--- src/rtl/sd_cmd_pkg.sv ---
package sd_cmd_pkg;
  localparam logic [2:0] RT_NONE = 3'd0;
  localparam logic [2:0] RT_R1   = 3'd1;
  localparam logic [2:0] RT_R2   = 3'd2;
  localparam logic [2:0] RT_R3   = 3'd3;
  localparam logic [2:0] RT_R6   = 3'd6;

  localparam logic [1:0] KIND_DATA = 2'd3;

  // card status error bits checked for R1/R1b, and upper bits for R6
  localparam logic [31:0] R1_ERR_MASK = 32'hFDF8_0000;
  localparam logic [15:0] R6_ERR_MASK = 16'hE000;

  localparam int ST_END      = 0;
  localparam int ST_BUSY_END = 2;
  localparam int ST_TIMEOUT  = 7;
  localparam int ST_OCR_BUSY = 12;
  localparam int ST_CARD_ERR = 14;

  localparam int A_CMD   = 0;
  localparam int A_ARGLO = 1;
  localparam int A_ARGHI = 2;
  localparam int A_STAT  = 3;
  localparam int A_IEN   = 4;
  localparam int A_CTO   = 5;

  typedef struct packed {
    logic       dir;
    logic [1:0] kind;
    logic       rbusy;
    logic [2:0] rtype;
    logic [5:0] idx;
  } cmd_fields_t;
endpackage

--- src/rtl/sd_cmd_decode.sv ---
module sd_cmd_decode
  import sd_cmd_pkg::*;
(
  input  logic [15:0] word,
  output cmd_fields_t f
);
  logic unused_bits;
  assign unused_bits = ^{word[14], word[7:6]};

  always_comb begin
    f.dir   = word[15];
    f.kind  = word[13:12];
    f.rbusy = word[11];
    f.rtype = word[10:8];
    f.idx   = word[5:0];
  end
endmodule

--- src/rtl/sd_rsp_eval.sv ---
module sd_rsp_eval
  import sd_cmd_pkg::*;
(
  input  logic [2:0]  rtype,
  input  logic        rbusy,
  input  logic        got_none,
  input  logic [31:0] word,
  output logic [15:0] set_bits
);
  always_comb begin
    set_bits = '0;
    set_bits[ST_END] = 1'b1;
    if (rtype == RT_R1 && rbusy)
      set_bits[ST_BUSY_END] = 1'b1;
    if (got_none) begin
      if (rtype != RT_NONE)
        set_bits[ST_TIMEOUT] = 1'b1;
    end else begin
      case (rtype)
        RT_R1:   if (|(word & R1_ERR_MASK)) set_bits[ST_CARD_ERR] = 1'b1;
        RT_R3:   if (!word[31]) set_bits[ST_OCR_BUSY] = 1'b1;
        RT_R6:   if (|(word[15:0] & R6_ERR_MASK)) set_bits[ST_CARD_ERR] = 1'b1;
        default: ;
      endcase
    end
  end
endmodule

--- src/rtl/sd_rsp_store.sv ---
module sd_rsp_store #(
  parameter int WORDS = 8
) (
  input  logic                        clk,
  input  logic                        rst,
  input  logic                        clr,
  input  logic                        we,
  input  logic [$clog2(2*WORDS)-1:0]  bidx,
  input  logic [7:0]                  bdata,
  input  logic [$clog2(WORDS)-1:0]    ridx,
  output logic [15:0]                 rword
);
  localparam int WW = $clog2(WORDS);
  localparam int BW = $clog2(2*WORDS);

  logic [15:0]   mem [WORDS];
  logic [WW-1:0] widx;
  logic          any_nz;

  // reverse word order: first bytes land in the highest register
  assign widx  = WW'(WORDS-1) - bidx[BW-1:1];
  assign rword = mem[ridx];

  always_ff @(posedge clk) begin
    if (rst || clr) begin
      for (int i = 0; i < WORDS; i++) mem[i] <= '0;
    end else if (we) begin
      if (bidx[0]) mem[widx] <= {mem[widx][15:8], bdata};
      else         mem[widx] <= {bdata, mem[widx][7:0]};
    end
  end

  always_comb begin
    any_nz = 1'b0;
    for (int i = 0; i < WORDS; i++) any_nz = any_nz | (|mem[i]);
  end

  AST_CLEAR_EMPTY: assert property (@(posedge clk) disable iff (rst)
    clr |=> !any_nz);
endmodule

--- src/rtl/sd_cmd_unit.sv ---
module sd_cmd_unit
  import sd_cmd_pkg::*;
#(
  parameter int ADDR_W = 4,
  parameter int CTO_W  = 8
) (
  input  logic              clk,
  input  logic              rst,
  input  logic              host_wr,
  input  logic              host_rd,
  input  logic [ADDR_W-1:0] host_addr,
  input  logic [15:0]       host_wdata,
  output logic [15:0]       host_rdata,
  output logic              cmd_issue,
  output logic              cmd_active,
  output logic [5:0]        cmd_index,
  output logic [2:0]        cmd_rsp_type,
  output logic [1:0]        cmd_kind,
  output logic              cmd_dir,
  output logic [31:0]       cmd_arg,
  output logic              data_start,
  input  logic              card_byte_valid,
  input  logic [7:0]        card_byte,
  input  logic              card_rsp_end,
  output logic              irq
);
  localparam int RSP_WORDS = 2**(ADDR_W-1);
  localparam int NBYTES    = 2*RSP_WORDS;
  localparam int CNTW      = $clog2(NBYTES+1);
  localparam int BIDXW     = $clog2(NBYTES);
  localparam int RIDXW     = ADDR_W-1;
  localparam logic [CTO_W-1:0] CTO_RSV_A = '1;
  localparam logic [CTO_W-1:0] CTO_RSV_B = {{(CTO_W-1){1'b1}}, 1'b0};

  logic [15:0]      cmd_raw_q;
  logic [31:0]      arg_q, arg_lat_q, word_q;
  logic             active_q, issue_q, dstart_q, irq_q;
  logic [CNTW-1:0]  cnt_q;
  logic [15:0]      stat_q, stat_n, ien_q, rdata_q, rd_mux, set_bits, rsp_word;
  logic [CTO_W-1:0] cto_q, cto_wr;
  cmd_fields_t      cur_f;
  logic             wr_cmd, done, take_byte, wr_stat;

  assign wr_cmd    = host_wr && host_addr == ADDR_W'(A_CMD) && !active_q;
  assign wr_stat   = host_wr && host_addr == ADDR_W'(A_STAT);
  assign done      = active_q && card_rsp_end;
  assign take_byte = active_q && card_byte_valid && !card_rsp_end
                     && (cnt_q < CNTW'(NBYTES));
  assign cto_wr    = host_wdata[CTO_W-1:0];

  sd_cmd_decode u_dec (
    .word (cmd_raw_q),
    .f    (cur_f)
  );

  sd_rsp_eval u_eval (
    .rtype    (cur_f.rtype),
    .rbusy    (cur_f.rbusy),
    .got_none (cnt_q == '0),
    .word     (word_q),
    .set_bits (set_bits)
  );

  sd_rsp_store #(.WORDS(RSP_WORDS)) u_store (
    .clk   (clk),
    .rst   (rst),
    .clr   (wr_cmd),
    .we    (take_byte),
    .bidx  (cnt_q[BIDXW-1:0]),
    .bdata (card_byte),
    .ridx  (host_addr[RIDXW-1:0]),
    .rword (rsp_word)
  );

  always_comb begin
    stat_n = stat_q;
    if (wr_stat) stat_n = stat_n & ~host_wdata;
    if (done)    stat_n = stat_n | set_bits;
  end

  always_comb begin
    rd_mux = '0;
    if (host_addr[ADDR_W-1]) rd_mux = rsp_word;
    else begin
      case (int'(host_addr))
        A_CMD:   rd_mux = cmd_raw_q;
        A_ARGLO: rd_mux = arg_q[15:0];
        A_ARGHI: rd_mux = arg_q[31:16];
        A_STAT:  rd_mux = stat_q;
        A_IEN:   rd_mux = ien_q;
        A_CTO:   rd_mux = 16'(cto_q);
        default: rd_mux = '0;
      endcase
    end
  end

  always_ff @(posedge clk) begin
    if (rst) begin
      cmd_raw_q <= '0;
      arg_q     <= '0;
      arg_lat_q <= '0;
      word_q    <= '0;
      active_q  <= 1'b0;
      issue_q   <= 1'b0;
      dstart_q  <= 1'b0;
      irq_q     <= 1'b0;
      cnt_q     <= '0;
      stat_q    <= '0;
      ien_q     <= '0;
      cto_q     <= '0;
      rdata_q   <= '0;
    end else begin
      issue_q  <= wr_cmd;
      dstart_q <= wr_cmd && host_wdata[13:12] == KIND_DATA;
      stat_q   <= stat_n;
      irq_q    <= |(stat_q & ien_q);
      if (host_rd) rdata_q <= rd_mux;
      if (host_wr && host_addr == ADDR_W'(A_ARGLO)) arg_q[15:0]  <= host_wdata;
      if (host_wr && host_addr == ADDR_W'(A_ARGHI)) arg_q[31:16] <= host_wdata;
      if (host_wr && host_addr == ADDR_W'(A_IEN))   ien_q        <= host_wdata;
      if (host_wr && host_addr == ADDR_W'(A_CTO)
          && cto_wr != CTO_RSV_A && cto_wr != CTO_RSV_B)
        cto_q <= cto_wr;
      if (wr_cmd) begin
        cmd_raw_q <= host_wdata;
        arg_lat_q <= arg_q;
        active_q  <= 1'b1;
        cnt_q     <= '0;
        word_q    <= '0;
      end else begin
        if (done) active_q <= 1'b0;
        if (take_byte) begin
          cnt_q <= cnt_q + 1'b1;
          if (cnt_q < CNTW'(4)) word_q <= {word_q[23:0], card_byte};
        end
      end
    end
  end

  assign host_rdata   = rdata_q;
  assign cmd_issue    = issue_q;
  assign cmd_active   = active_q;
  assign cmd_index    = cur_f.idx;
  assign cmd_rsp_type = cur_f.rtype;
  assign cmd_kind     = cur_f.kind;
  assign cmd_dir      = cur_f.dir;
  assign cmd_arg      = arg_lat_q;
  assign data_start   = dstart_q;
  assign irq          = irq_q;

  AST_ISSUE_ONE_CYCLE: assert property (@(posedge clk) disable iff (rst)
    cmd_issue |=> !cmd_issue);
  AST_BUSY_WRITE_IGNORED: assert property (@(posedge clk) disable iff (rst)
    (active_q && host_wr && host_addr == ADDR_W'(A_CMD)) |=> $stable(cmd_raw_q));
  AST_ARG_HELD: assert property (@(posedge clk) disable iff (rst)
    active_q |=> $stable(cmd_arg));
  AST_DATA_WITH_ISSUE: assert property (@(posedge clk) disable iff (rst)
    data_start |-> cmd_issue);
  AST_TIMEOUT_NEEDS_EMPTY: assert property (@(posedge clk) disable iff (rst)
    (done && cnt_q != '0 && !stat_q[ST_TIMEOUT]) |=> !stat_q[ST_TIMEOUT]);
  AST_END_FLAG: assert property (@(posedge clk) disable iff (rst)
    done |=> stat_q[ST_END]);
  AST_CTO_LEGAL: assert property (@(posedge clk) disable iff (rst)
    cto_q != CTO_RSV_A && cto_q != CTO_RSV_B);
endmodule

--- config.mk ---
export PLATFORM = sky130hd
export DESIGN_NAME = sd_cmd_unit
export DESIGN_NICKNAME = d
export VERILOG_FILES = /design/src/rtl/sd_cmd_pkg.sv /design/src/rtl/sd_cmd_decode.sv /design/src/rtl/sd_rsp_eval.sv /design/src/rtl/sd_rsp_store.sv /design/src/rtl/sd_cmd_unit.sv
export SDC_FILE = /design/constraint.sdc
export NUM_CORES = 1
export LEC_CHECK = 0
export BUFFER_PORTS_ARGS = -buffer_cell sky130_fd_sc_hd__buf_2
export CORE_MARGIN = 3
export CORE_UTILIZATION = 54
export DETAILED_ROUTE_END_ITERATION = 7
export MAX_ROUTING_LAYER = met4
export PLACE_DENSITY = 0.76
export SYNTH_ARGS = -nofsm -noshare
export SYNTH_HDL_FRONTEND = slang
export SYNTH_SLANG_ARGS = --single-unit
--- constraint.sdc ---
create_clock -name clk -period 2.1 [get_ports clk]
set_input_delay 0.105 -clock clk [delete_from_list [all_inputs] [get_ports clk]]
set_output_delay 0.105 -clock clk [all_outputs]
set_load 0.05 [all_outputs]
Word level (Yosys, flattened, before mapping) --
Memories as Yosys holds them, arrays and structs flattened. Cells that the tools add are included.
Word-level totals: output and inout port bits 64, memories kept 1, bits of input ports 34, register bits 177, bits in writable memories 128, logic and storage cells 99
Memory list:
- u_store.mem | depth 8, bits a word 16, rd ports 1, clocked after Yosys merged registers in 0, write ports 8, RTL line sd_rsp_store.sv:16 | logic [15:0] mem [WORDS];
Cells by class: equality and inequality tests 13, bitwise gates (word level) 6, reduce and logical (&&, ||, !) cells 30, add/subtract/negate cells 2, magnitude comparators 2, multiplexer cells 31
Operator list (number):
- $pmux W16 S6 | 1
- $mux W16 | 4
- $and A16 B16 Y16 | 2
- $reduce_or A16 Y1 | 2
- $mux W1 | 21
- $mux W8 | 2
- $ne A8 B8 Y1 const B | 2
- $not A16 Y16 | 1
- $or A16 B15 Y16 | 1
- $logic_and A1 B1 Y1 | 15
- $reduce_or A12 Y1 | 1
- $eq A4 B2 Y1 const B | 2
- $eq A4 B3 Y1 const B | 2
- $reduce_and A2 Y1 | 3
- $add A5 B1 Y5 const B | 1
- $logic_not A5 Y1 | 1
- $lt A5 B3 Y1 const B | 1
- $lt A5 B5 Y1 const B | 1
- $eq A4 B1 Y1 const B | 1
- $logic_not A4 Y1 | 1
- $eq A3 B1 Y1 const B | 1
- $eq A3 B2 Y1 const B | 1
- $eq A3 B3 Y1 const B | 1
- $mux W3 | 1
- 12 further kinds | 15

Logic depth before layout (Yosys ltp) --
depth in word-level cells 10, mapped depth 9

Modules after synthesis --
Synthesis repeated with hierarchy kept, for this count alone.
Unflattened totals: cells, all modules 1310, area total of the unflattened synthesis 13417.9 µm²
Modules (own cells, without submodules):
- sd_cmd_unit | seq. area each 3543.4 µm², area an instance 6951.7 µm², cells an instance 864, times used 1
- sd_rsp_store | seq. area each 3843.7 µm², area an instance 6177.2 µm², cells an instance 408, times used 1
- sd_rsp_eval | seq. area each 0.0 µm², area an instance 191.4 µm², cells an instance 25, times used 1
- sd_cmd_decode | seq. area each 0.0 µm², area an instance 97.6 µm², cells an instance 13, times used 1

Least setup slack after synthesis --
Ideal clock, no wire load.
path type flip-flop to flip-flop, start reg active_q (netlist: cmd_active), end mem u_store.mem[0][0] (enable), setup time 0.334 ns, stages on the path, launching flop included 6, data required time 1.766 ns, clock period less this slack 2.381 ns, buffers on the path 1, slack -0.281 ns, arrival 2.047 ns, cell sequence dfxtp_1 > and4bb_1 > buf_2 > nand2_1 > nor3_1 > nand2b_1
RTL lines:
- from (decl) | RTL line sd_cmd_unit.sv:37 | logic active_q, issue_q, dstart_q, irq_q;
- from (signal assigned) | RTL line sd_cmd_unit.sv:103 | active_q <= 1'b0;
- from (signal assigned) | RTL line sd_cmd_unit.sv:127 | active_q <= 1'b1;
- from (signal assigned) | RTL line sd_cmd_unit.sv:131 | if (done) active_q <= 1'b0;
- to (decl) | RTL line sd_rsp_store.sv:16

==> impl_metrics.tcl <==
set metrics [dict create \
    synth_edf_count 128 \
    rsz0062_at_grt "yes" \
    timing.max_cap.violations 0 \
    grt_max_degree 67 \
    syn_area_per_cell_um2 10.5 \
    path_class "flop to flop" \
    final_hold_viol_count 0 \
    hold_start "card_byte[4]" \
    grt_pass1_vias 9571 \
    synth_top_family_by_area "simple AND/OR/NAND/NOR gates" \
    syn_to_final_growth_pct 15.9 \
    synth_mux_area_share_pct 8.80 \
    placedCellCount 1625 \
    ant_nets 0 \
    internal-power_mw 9.40 \
    async_reset_ff_share_pct 0 \
    synthSimpleGateAreaFrac_pct 20.2 \
    switchingPower_mw 2.81 \
    finalCritPeriodShare_pct 100 \
    synthCells 1241 \
    syn_nets 1277 \
    critPathLaunchType "flop" \
    cp_max_fo 9 \
    timing.fmax_ghz 0.476 \
    core_um2 23600 \
    grt_overflow 0 \
    clkSlewWorstSetupHoldPaths_ns 0.06 \
    grt_pass1_wl_um 54800 \
    die_h_um 162 \
    clkLatencyLatePin_ns 0.55 \
    gp_congestion 0.924 \
    power_density_nw_per_um2 806 \
    die-area_um2 26100 \
    pwr-share-seq_pct 51.8 \
    cts_tree "built" \
    final_nets 1396 \
    yosysWarnings 0 \
    final-setup-viol-count 7 \
    worst_slack_ns -0.00202 \
    clockBufferDepth 3 \
    synthXorXnorAreaFrac_pct 0.0670 \
    antenna_cells 0 \
    outcome "finished with violations" \
    hp-class "input port to flop" \
    antenna_found_initial 0 \
    io_buffers 97 \
    finClkSkew_ns 0.00775 \
    max_stage_delay_ns 0.40 \
    wire_per_inst_um 20.8 \
    place_area_um2 14000 \
    finalSetupTns_ns -0.00817 \
    r2r_end "u_store.mem[3][13]$_SDFFCE_PN0P_" \
    post-route-cell-area_um2 15100 \
    hpwl_um 24100 \
    cp_slowest_cell "nand2b_1" \
    cp-end-kind "flop" \
    p_leak_nw 5.61 \
    drt-initial-drc-count 1106 \
    maxSlewViolCount 0 \
    postLayoutCoreUtil_pct 64.1 \
    drt-total-wl_um 35400 \
    syn-cell-area_um2 13100 \
    worstMarginPinSlew_ns 0.753 \
    synth_compound_area_share_pct 10.6 \
    fin_crit_ns 2.10 \
    slew_headroom_pct 49.8 \
    drive_gt1_share_pct 20.4 \
    layoutNonFillerInstCount 1699 \
    die_w_um 162 \
    vdd_drop_max_v 0.000603 \
    r2r-start "cmd_active$_SDFFE_PP0P_" \
    vias 9980 \
    cts_buffers 31 \
    ys_types 60 \
    cts.sinks 301 \
    row_count 56 \
    h-tree-depth 1 \
    power.total_mw 12.2 \
    ys_seq_area_share_pct 55.9 \
    worstPathRequired_ns 2.31 \
    postCtsSetupBuffers 0 \
    ys.flop_type "dfxtp_1" \
    min_delay_worst_endpoint "word_q[4]$_SDFFE_PP0P_" \
    drc 0 \
    p_comb_share_pct 7.1 \
    io_pins 98 \
    switching_share_pct 23.0 \
    firstDrtPassIters 8 \
    grt.total_usage_pct 27.7 \
    cts_root_buffer "clkbuf_16" \
    violations "negative setup slack" \
    viasPerCell 5.87 \
    initial_core_util_pct 55.3 \
    worstPathArrival_ns 2.31 \
    cp_cell_sequence "buf_4 -> and4bb_1 -> nand2_1 -> nor4_2 -> nand2b_1" \
    ff2ff_path_depth 5 \
    synth_fa_ha_area_share_pct 0.191 \
    p_clk_share_pct 41.1 \
    hold-path-cell-count 3 \
    rrSetupSlack_ns -0.002 \
    ys_ff_latch 301 \
]
[power groups by stage]
stage          sequential (mW)  clock [mW]  combinational, mW
6_report                  6.32        5.02              0.869
5_1_grt                   6.33        5.27              0.920
4_1_cts                   6.32        5.03              0.857
3_5_place_dp              6.44           0              0.821
3_3_place_gp              6.43           0              0.806
2_1_floorplan             6.47           0              0.470
[synthesized netlist by cell type, drive strengths merged, types with 9 or more instances]
library cell,number,area (µm²)
mux2,17,191
buf,54,360
edfxtp,128,3840
o21ai,13,80.1
dfxtp,173,3460
and2,132,826
clkbuf,41,155
a22oi,18,135
nand2b,32,200
a221oi,9,78.8
mux4,35,788
a311oi,9,78.8
mux2i,17,170
nor3,17,101
a21oi,148,741
nand2,271,1020
inv,9,33.8
nand3,9,45.0
nor2,36,145
[worst max-delay path: cells and delay by family, from the launching register on]
kind | cells | cell delay (ns)
flip-flops | 1 | 0.32
AND/OR/NAND/NOR | 4 | 1.28
buffers and inverters | 1 | 0.15
[per-layer routing]
metal	track usage, %	share of wire (%)	vias to the layer above
met5	-	0	-
met4	9.15	3.3	0
met3	4.46	9.7	79
met2	43.4	47	505
met1	37.1	40	4813
li1	-	-	4583
[flip-flops by register name, indices dropped and copies added, names as in the netlist, 5 cells and up]
signal       cells
arg_q           32
cmd_arg         32
cmd_raw_q       16
cnt_q            5
cto_q            8
host_rdata      16
ien_q           16
stat_q          16
u_store.mem    128
word_q          28
[cell families after synthesis]
family          after synthesis
fa+ha+maj                     2
xor+xnor                      1
simple gates                535
flops                       301
buf+inv                     104
compound gates              229
mux                          69
[final cells by class]
class	count	area (µm²)
clock buffers	44	835
clock inverters	9	68.8
fillers	1841	8470
inverters	9	33.8
multi-input cells	836	5280
flip-flops and latches	301	7310
well taps	319	399
repair buffers	181	1210
[how the worst max path moves through the flow]
stage | start | end | slack, ns | cells past startpoint
2_1_floorplan | cmd_active$_SDFFE_PP0P_ | u_store.mem[0][0]$_SDFFCE_PN0P_ | -0.08 | 5
5_1_grt | cmd_active$_SDFFE_PP0P_ | u_store.mem[0][10]$_SDFFCE_PN0P_ | -0.09 | 5
3_5_place_dp | host_wr | u_store.mem[2][13]$_SDFFCE_PN0P_ | -0.21 | 5
3_3_place_gp | host_wr | u_store.mem[2][10]$_SDFFCE_PN0P_ | -0.12 | 5
4_1_cts | cmd_active$_SDFFE_PP0P_ | u_store.mem[1][0]$_SDFFCE_PN0P_ | 0.003 | 6
6_report | cmd_active$_SDFFE_PP0P_ | u_store.mem[3][13]$_SDFFCE_PN0P_ | -0.002 | 5
[placed cells by master (no fill, tap or decap), types with 4 or more instances in the layout]
cell,instances
nor2_1,33
edfxtp_1,128
inv_1,9
a22o_1,7
clkinv_1,4
mux2_2,17
or3_1,4
dfxtp_1,172
clkbuf_1,12
nand2_1,271
o21ai_0,11
a311oi_1,9
a21oi_1,148
and3_1,5
nor2b_1,6
nand2b_2,7
clkbuf_16,31
nor3_2,5
and2_1,131
dlygate4sd3_1,21
a221oi_1,9
nand3_1,9
a22oi_1,18
mux2i_1,17
a31oi_1,5
nand4_1,4
buf_4,62
mux4_2,35
nand2b_1,22
nor3_1,11
nor4_2,4
a211oi_1,4
buf_2,95
[metrics by stage]
stage               setup slack (ns)  hold WS [ns]
finish                      -0.00202        0.0101
global route                 -0.0860        0.0187
CTS                          0.00347       0.00160
detailed placement            -0.207         0.374
global placement              -0.124         0.365
floorplan                    -0.0815         0.193
[repair_timing]
| action | in CTS | in global routing |
|---|---|---|
| endpoints found under the setup margin | 113 | 88 |
| hold buffers | 21 | 0 |
| hold endpoints to repair | 94 | 0 |
| resized for setup | 6 | 9 |
No activity file was read; power rests on OpenSTA's default activity.
